**src/rtl/quad_pkg.sv**
```systemverilog
package quad_pkg;

  typedef enum logic [1:0] {
    MOVE_NONE = 2'd0,
    MOVE_UP   = 2'd1,
    MOVE_DN   = 2'd2,
    MOVE_BAD  = 2'd3
  } move_e;

  // Classify the change from the old (a,b) pair to the new one.
  function automatic move_e classify(input logic old_a, input logic old_b,
                                     input logic new_a, input logic new_b);
    logic a_chg;
    logic b_chg;
    a_chg = old_a ^ new_a;
    b_chg = old_b ^ new_b;
    if (a_chg && b_chg)   return MOVE_BAD;
    else if (a_chg)       return (new_a != old_b) ? MOVE_UP : MOVE_DN;
    else if (b_chg)       return (new_b == old_a) ? MOVE_UP : MOVE_DN;
    else                  return MOVE_NONE;
  endfunction

endpackage

```
**src/rtl/quad_glitch_filter.sv**
```systemverilog
module quad_glitch_filter #(
  parameter int FILT_LEN = 3
) (
  input  logic clk,
  input  logic rst_ni,
  input  logic din,
  output logic level
);

  localparam int RUN_W = $clog2(FILT_LEN + 1);

  logic [1:0]          sync_q;
  logic [FILT_LEN-1:0] hist_q;
  logic                level_q;
  logic                level_d;

  always_comb begin
    level_d = level_q;
    if (&hist_q)       level_d = 1'b1;
    else if (~|hist_q) level_d = 1'b0;
  end

  always_ff @(posedge clk or negedge rst_ni) begin
    if (!rst_ni) begin
      sync_q  <= '0;
      hist_q  <= '0;
      level_q <= 1'b0;
    end else begin
      sync_q  <= {sync_q[0], din};
      hist_q  <= {hist_q[FILT_LEN-2:0], sync_q[1]};
      level_q <= level_d;
    end
  end

  assign level = level_q;

  // Checker: cycles since the last change of the accepted level.
  logic [RUN_W-1:0] since_q;
  always_ff @(posedge clk or negedge rst_ni) begin
    if (!rst_ni)                         since_q <= '0;
    else if (level_d != level_q)         since_q <= '0;
    else if (since_q != RUN_W'(FILT_LEN)) since_q <= since_q + 1'b1;
  end

  AST_FILT_SPACING: assert property (@(posedge clk) disable iff (!rst_ni)
    !$stable(level_q) |-> (int'($past(since_q)) >= FILT_LEN - 1));

endmodule

```
**src/rtl/quad_step_decoder.sv**
```systemverilog
module quad_step_decoder
  import quad_pkg::*;
(
  input  logic clk,
  input  logic rst_ni,
  input  logic lvl_a,
  input  logic lvl_b,
  output logic step_stb,
  output logic step_up,
  output logic step_err
);

  logic  prev_a_q, prev_b_q;
  logic  stb_q, up_q, err_q;
  logic  stb_d, up_d, err_d;
  move_e move;

  always_comb begin
    move  = classify(prev_a_q, prev_b_q, lvl_a, lvl_b);
    stb_d = (move == MOVE_UP) || (move == MOVE_DN);
    up_d  = (move == MOVE_UP) ? 1'b1 : ((move == MOVE_DN) ? 1'b0 : up_q);
    err_d = (move == MOVE_BAD);
  end

  always_ff @(posedge clk or negedge rst_ni) begin
    if (!rst_ni) begin
      prev_a_q <= 1'b0;
      prev_b_q <= 1'b0;
      stb_q    <= 1'b0;
      up_q     <= 1'b0;
      err_q    <= 1'b0;
    end else begin
      prev_a_q <= lvl_a;
      prev_b_q <= lvl_b;
      stb_q    <= stb_d;
      up_q     <= up_d;
      err_q    <= err_d;
    end
  end

  assign step_stb = stb_q;
  assign step_up  = up_q;
  assign step_err = err_q;

  AST_STB_PULSE: assert property (@(posedge clk) disable iff (!rst_ni)
    step_stb |=> !step_stb);
  AST_ERR_PULSE: assert property (@(posedge clk) disable iff (!rst_ni)
    step_err |=> !step_err);
  AST_STB_ERR_EXCL: assert property (@(posedge clk) disable iff (!rst_ni)
    !(step_stb && step_err));

endmodule

```
**src/rtl/quad_pos_accum.sv**
```systemverilog
module quad_pos_accum #(
  parameter int CNT_W = 12
) (
  input  logic             clk,
  input  logic             rst_ni,
  input  logic             stb,
  input  logic             up,
  output logic [CNT_W-1:0] count,
  output logic             wrap_stb,
  output logic             wrap_up
);

  localparam logic [CNT_W-1:0] CNT_MAX = {CNT_W{1'b1}};

  logic [CNT_W-1:0] cnt_q, cnt_d;
  logic             wrap_q, wrap_d;
  logic             wup_q, wup_d;

  always_comb begin
    cnt_d  = cnt_q;
    wrap_d = 1'b0;
    wup_d  = wup_q;
    if (stb) begin
      if (up) begin
        cnt_d  = cnt_q + 1'b1;
        wrap_d = (cnt_q == CNT_MAX);
      end else begin
        cnt_d  = cnt_q - 1'b1;
        wrap_d = (cnt_q == '0);
      end
      if (wrap_d) wup_d = up;
    end
  end

  always_ff @(posedge clk or negedge rst_ni) begin
    if (!rst_ni) begin
      cnt_q  <= '0;
      wrap_q <= 1'b0;
      wup_q  <= 1'b0;
    end else begin
      cnt_q  <= cnt_d;
      wrap_q <= wrap_d;
      wup_q  <= wup_d;
    end
  end

  assign count    = cnt_q;
  assign wrap_stb = wrap_q;
  assign wrap_up  = wup_q;

  AST_CNT_UP: assert property (@(posedge clk) disable iff (!rst_ni)
    (stb && up) |=> (cnt_q == CNT_W'($past(cnt_q) + 1'b1)));
  AST_CNT_DN: assert property (@(posedge clk) disable iff (!rst_ni)
    (stb && !up) |=> (cnt_q == CNT_W'($past(cnt_q) - 1'b1)));
  AST_CNT_HOLD: assert property (@(posedge clk) disable iff (!rst_ni)
    !stb |=> $stable(cnt_q));
  AST_WRAP_UP: assert property (@(posedge clk) disable iff (!rst_ni)
    (wrap_stb && wrap_up) |-> (cnt_q == '0));
  AST_WRAP_DN: assert property (@(posedge clk) disable iff (!rst_ni)
    (wrap_stb && !wrap_up) |-> (cnt_q == CNT_MAX));
  AST_WRAP_PULSE: assert property (@(posedge clk) disable iff (!rst_ni)
    wrap_stb |=> !wrap_stb);

endmodule

```
**src/rtl/quad_pos_counter.sv**
```systemverilog
module quad_pos_counter #(
  parameter int CNT_W    = 12,
  parameter int FILT_LEN = 3
) (
  input  logic             clk,
  input  logic             rst_n,
  input  logic             enc_a,
  input  logic             enc_b,
  output logic [CNT_W-1:0] count,
  output logic             step_stb,
  output logic             step_up,
  output logic             step_err,
  output logic             wrap_stb,
  output logic             wrap_up
);

  localparam int NCH = 2;

  initial begin
    AST_WIDTH_SEL: assert (CNT_W == 12 || CNT_W == 16);
  end

  // Reset: asserted asynchronously, released on the clock.
  logic rst_meta_q, rst_sync_q;
  always_ff @(posedge clk or negedge rst_n) begin
    if (!rst_n) begin
      rst_meta_q <= 1'b0;
      rst_sync_q <= 1'b0;
    end else begin
      rst_meta_q <= 1'b1;
      rst_sync_q <= rst_meta_q;
    end
  end

  logic [NCH-1:0] enc_raw;
  logic [NCH-1:0] enc_lvl;
  assign enc_raw = {enc_b, enc_a};

  for (genvar ch = 0; ch < NCH; ch++) begin : g_chan
    quad_glitch_filter #(.FILT_LEN(FILT_LEN)) u_filt (
      .clk    (clk),
      .rst_ni (rst_sync_q),
      .din    (enc_raw[ch]),
      .level  (enc_lvl[ch])
    );
  end

  quad_step_decoder u_dec (
    .clk      (clk),
    .rst_ni   (rst_sync_q),
    .lvl_a    (enc_lvl[0]),
    .lvl_b    (enc_lvl[1]),
    .step_stb (step_stb),
    .step_up  (step_up),
    .step_err (step_err)
  );

  quad_pos_accum #(.CNT_W(CNT_W)) u_acc (
    .clk      (clk),
    .rst_ni   (rst_sync_q),
    .stb      (step_stb),
    .up       (step_up),
    .count    (count),
    .wrap_stb (wrap_stb),
    .wrap_up  (wrap_up)
  );

  AST_RESET_QUIET: assert property (@(posedge clk)
    !rst_sync_q |-> (!step_stb && !step_err && !wrap_stb && count == '0));

endmodule

```
**config.mk**
```make
export PLATFORM = sky130hd
export DESIGN_NAME = quad_pos_counter
export DESIGN_NICKNAME = d
export VERILOG_FILES = /design/src/rtl/quad_pkg.sv /design/src/rtl/quad_glitch_filter.sv /design/src/rtl/quad_step_decoder.sv /design/src/rtl/quad_pos_accum.sv /design/src/rtl/quad_pos_counter.sv
export SDC_FILE = /design/constraint.sdc
export NUM_CORES = 1
export LEC_CHECK = 0
export ABC_AREA = 1
export CAP_MARGIN = 20
export CORE_ASPECT_RATIO = 0.5
export CORE_MARGIN = 5
export CORE_UTILIZATION = 35
export DETAILED_ROUTE_END_ITERATION = 16
export GPL_TIMING_DRIVEN = 0
export PLACE_DENSITY = 0.63
export SETUP_SLACK_MARGIN = 0.02
export SLEW_MARGIN = 20
export SYNTH_ARGS = -nofsm -noshare
export SYNTH_HDL_FRONTEND = slang
export SYNTH_HIERARCHICAL = 1
export SYNTH_SLANG_ARGS = --single-unit
```
**constraint.sdc**
```tcl
create_clock -name clk -period 2.4 [get_ports clk]
set_clock_uncertainty 0.05 [all_clocks]
set_input_delay 0.48 -clock clk [delete_from_list [all_inputs] [get_ports clk]]
set_output_delay 0.48 -clock clk [all_outputs]
set_load 0.005 [all_outputs]
```
==> results.py <==
metrics = {
    "floorplanning": {
        "fp.coreArea_sq_um": 5022,
        "rows": 18,
        "die_area_sq_um": 6929,
        "die_h_microns": 61.42,
        "start_util_pct": 36.85,
        "die_w_microns": 112.8,
        "num_io_pins": 21,
    },
    "status": {
        "status": "finished, final reports clean",
    },
    "sta": {
        "slew_headroom_pct": 55.04,
        "grt_setup_unrepaired": "no",
        "hold_viol_final": 0,
        "worst-slew-pin-transition_ns": 0.6743,
        "finalCriticalPeriod_ns": 2.103,
        "period_share_pct": 87.64,
        "setup_viol": 0,
        "fmax_ghz": 0.4755,
        "tns_ns": 0,
        "maxSlewViolCount": 0,
    },
    "detailed_routing": {
        "vias": 1632,
        "wl_mm": 3.979,
        "firstDrtPassIters": 6,
        "post_drt_wl_per_cell_microns": 11.50,
        "ant_nets": 0,
        "drtIter0Drc": 86,
        "drc_errors": 0,
        "vias_per_cell": 4.717,
    },
    "critical_path": {
        "cp_max_fo": 12,
        "reg2reg_from": "u_dec/step_up",
        "reg2reg_slack_ns": 0.30,
        "crit_path_end_kind": "flop",
        "cp-start-kind": "flop",
        "r2r_cells": 8,
        "crit_type": "flop to flop",
        "cp.arrival_ns": 2.23,
        "cp.required_ns": 2.52,
        "worst_r2r_endpoint": "u_acc/count[8]",
    },
    "min_path": {
        "hp-class": "flop to async pin",
    },
    "clocking": {
        "max-clock-path-buffers": 2,
        "numCtsBuffers": 5,
        "cts_max_level": 2,
        "cts_hold_buffers": 0,
        "cts.repair.resized": 0,
        "insertion_delay_ns": 0.30,
        "post_cts_buffers": 0,
        "cts_root_buf": "clkbuf_8",
        "tritoncts": "done",
        "path_clk_slew_ns": 0.08,
        "cts_sinks": 33,
    },
    "global_routing": {
        "grt_pass1_wl_mm": 6.589,
        "grt-ovfl-total": 0,
        "grt_antenna_before_repair": 0,
        "grt_pass1_vias": 1490,
        "grt_usage_pct": 12.37,
        "grt_max_degree": 32,
    },
    "power": {
        "power.total_mw": 3.617,
        "peakVddDrop_mv": 0.5386,
        "pwr-share-clk_pct": 15.6,
        "p_leak_nw": 1.195,
        "powerDensity_nw_per_um2": 1601,
        "internal_power_mw": 1.961,
        "p_sw_share_pct": 45.78,
        "pwr-share-comb_pct": 59.1,
        "power_switching_mw": 1.656,
        "p_seq_share_pct": 25.3,
    },
    "placed_design": {
        "dp_hpwl_mm": 2.862,
        "portBuffers": 20,
        "place_congestion": 0.9307,
        "placed_cells_incl_taps": 338,
    },
    "synthesis": {
        "yosys_warnings": 6,
        "synth-seq-cells": 33,
        "syn_area_per_cell_sq_um": 7.462,
        "synth_area_sq_um": 1851,
        "syn_nets": 264,
        "synth_sequential_area_ratio_pct": 44.62,
        "netlist_instances": 248,
        "ys_types": 24,
    },
    "finish": {
        "multi_input_area_sq_um": 862.1,
        "diodes": 0,
        "n_fill_cell": 487,
        "drive_above_1_share_pct": 5.072,
        "synthToLayoutAreaGrowth_pct": 22.11,
        "final_cell_count_no_fill": 346,
        "regArea_sq_um": 827.0,
        "fin_nets": 291,
    },
    "flow_run": {
        "drv_cap": 0,
    },
}
## per-stage QoR
| stage | setup slack (ns) | instance area (sq um) | hold slack (ns) | util (%) |
|---|---|---|---|---|
| after global routing | 0.1016 | 2260 | 0.2925 | 44.99 |
| after detailed placement | 0.3182 | 2140 | 0.2871 | 42.60 |
| final | 0.2967 | 2260 | 0.2547 | 44.99 |
| after floorplan | 0.6145 | 1851 | 0.1344 | - |
| after global placement | 0.3442 | 2138 | 0.2839 | 42.58 |
| after CTS | 0.3061 | 2260 | 0.2830 | 44.99 |
## critical path, stage by stage, from the launching register on
cell,delay (ns)
dfrtp_1,0.44
inv_1,0.40
ha_1,0.38
a21oi_1,0.28
nor2_1,0.07
nor2_1,0.14
nand3b_1,0.09
nand3_1,0.07
o21ai_0,0.07
## state kept, by name (all words and copies together), names as in the netlist
signal,flops
rst_sync_q,1
g_chan.u_filt/sync_q,4
u_dec/step_err,1
u_acc/wrap_up,1
rst_meta_q,1
u_acc/wrap_stb,1
u_dec/step_up,1
u_dec/step_stb,1
u_acc/count,12
u_dec/prev_b_q,1
u_dec/prev_a_q,1
g_chan.u_filt/hist_q,6
g_chan.u_filt/level,2
## power by group through the flow
| stage | Combinational [mW] | Clock [mW] | Sequential (mW) |
|---|---|---|---|
| 3_3_place_gp | 2.08 | 0 | 0.922 |
| 3_5_place_dp | 2.10 | 0 | 0.930 |
| 6_report | 2.14 | 0.564 | 0.914 |
| 4_1_cts | 2.12 | 0.582 | 0.921 |
| 5_1_grt | 2.45 | 0.601 | 0.948 |
| 2_1_floorplan | 1.49 | 0 | 0.901 |
## routing by layer
layer	GRT usage [%]	part of all wire (%)	vias to the layer above
met4	5.651	1.3	0
met2	21.38	46	34
met1	15.16	47	766
met5	0	0	-
li1	-	-	825
met3	3.042	5.4	7
## kinds of logic (layout without fill, tap and decap cells)
kind of cell,Yosys count,in the layout,share of synthesized area (%)
AOI/OAI and AO/OA,17,17,4.935
xor gates and xnor gates,4,4,1.894
adders and majority gates,12,12,8.519
buffers and inverters,42,70,8.789
DFF,33,33,44.62
other,1,1,0.2026
and+or+nand+nor,139,139,31.04
## placed cells by master (no fill, tap or decap), types with 2 or more instances in the layout
master,n
nand4_1,3
o22ai_1,2
ha_1,11
dfrtp_1,32
nor2_1,20
nor3_1,4
clkbuf_8,6
clkdlybuf4s50_1,20
xor2_1,3
a21oi_1,7
nand3_1,20
o21ai_0,6
nand2_1,88
inv_1,39
## how the worst max path moves through the flow
stage,end,slack [ns],cells after the start,start
3_5_place_dp,u_acc/count[8],0.32,8,u_dec/step_up
6_report,u_acc/count[8],0.30,8,u_dec/step_up
5_1_grt,u_acc/count[8],0.10,8,u_dec/step_up
2_1_floorplan,u_acc/count[8],0.61,8,u_dec/step_up
4_1_cts,u_acc/count[8],0.31,8,u_dec/step_up
3_3_place_gp,u_acc/count[8],0.34,8,u_dec/step_up
## synthesized netlist by cell type, drive strengths merged
library cell	number	area, sq um
a21oi	7	35.03
and3	1	6.260
nand3b	1	7.510
xnor2	1	8.760
o21ai	8	43.79
nand4	3	18.77
xor2	3	26.28
nor2	21	81.33
clkinv	1	3.750
buf	2	12.51
fa	1	20.02
nand2	88	330.3
conb	1	3.750
ha	11	137.6
dfrtp	33	825.8
nand3	21	110.1
nor3	4	20.02
inv	39	146.4
o22ai	2	12.51
## area by class of cell
| cell class | count | share of cell area [%] |
|---|---|---|
| tap | 70 | 3.876 |
| multi-input combinational | 173 | 38.15 |
| clock inverter | 2 | 1.661 |
| timing repair buffer | 20 | 8.859 |
| clock buffer | 6 | 3.654 |
| buffer | 2 | 0.5537 |
| inverter | 40 | 6.645 |
| sequential | 33 | 36.60 |
Power figures use the tool's default switching activity.
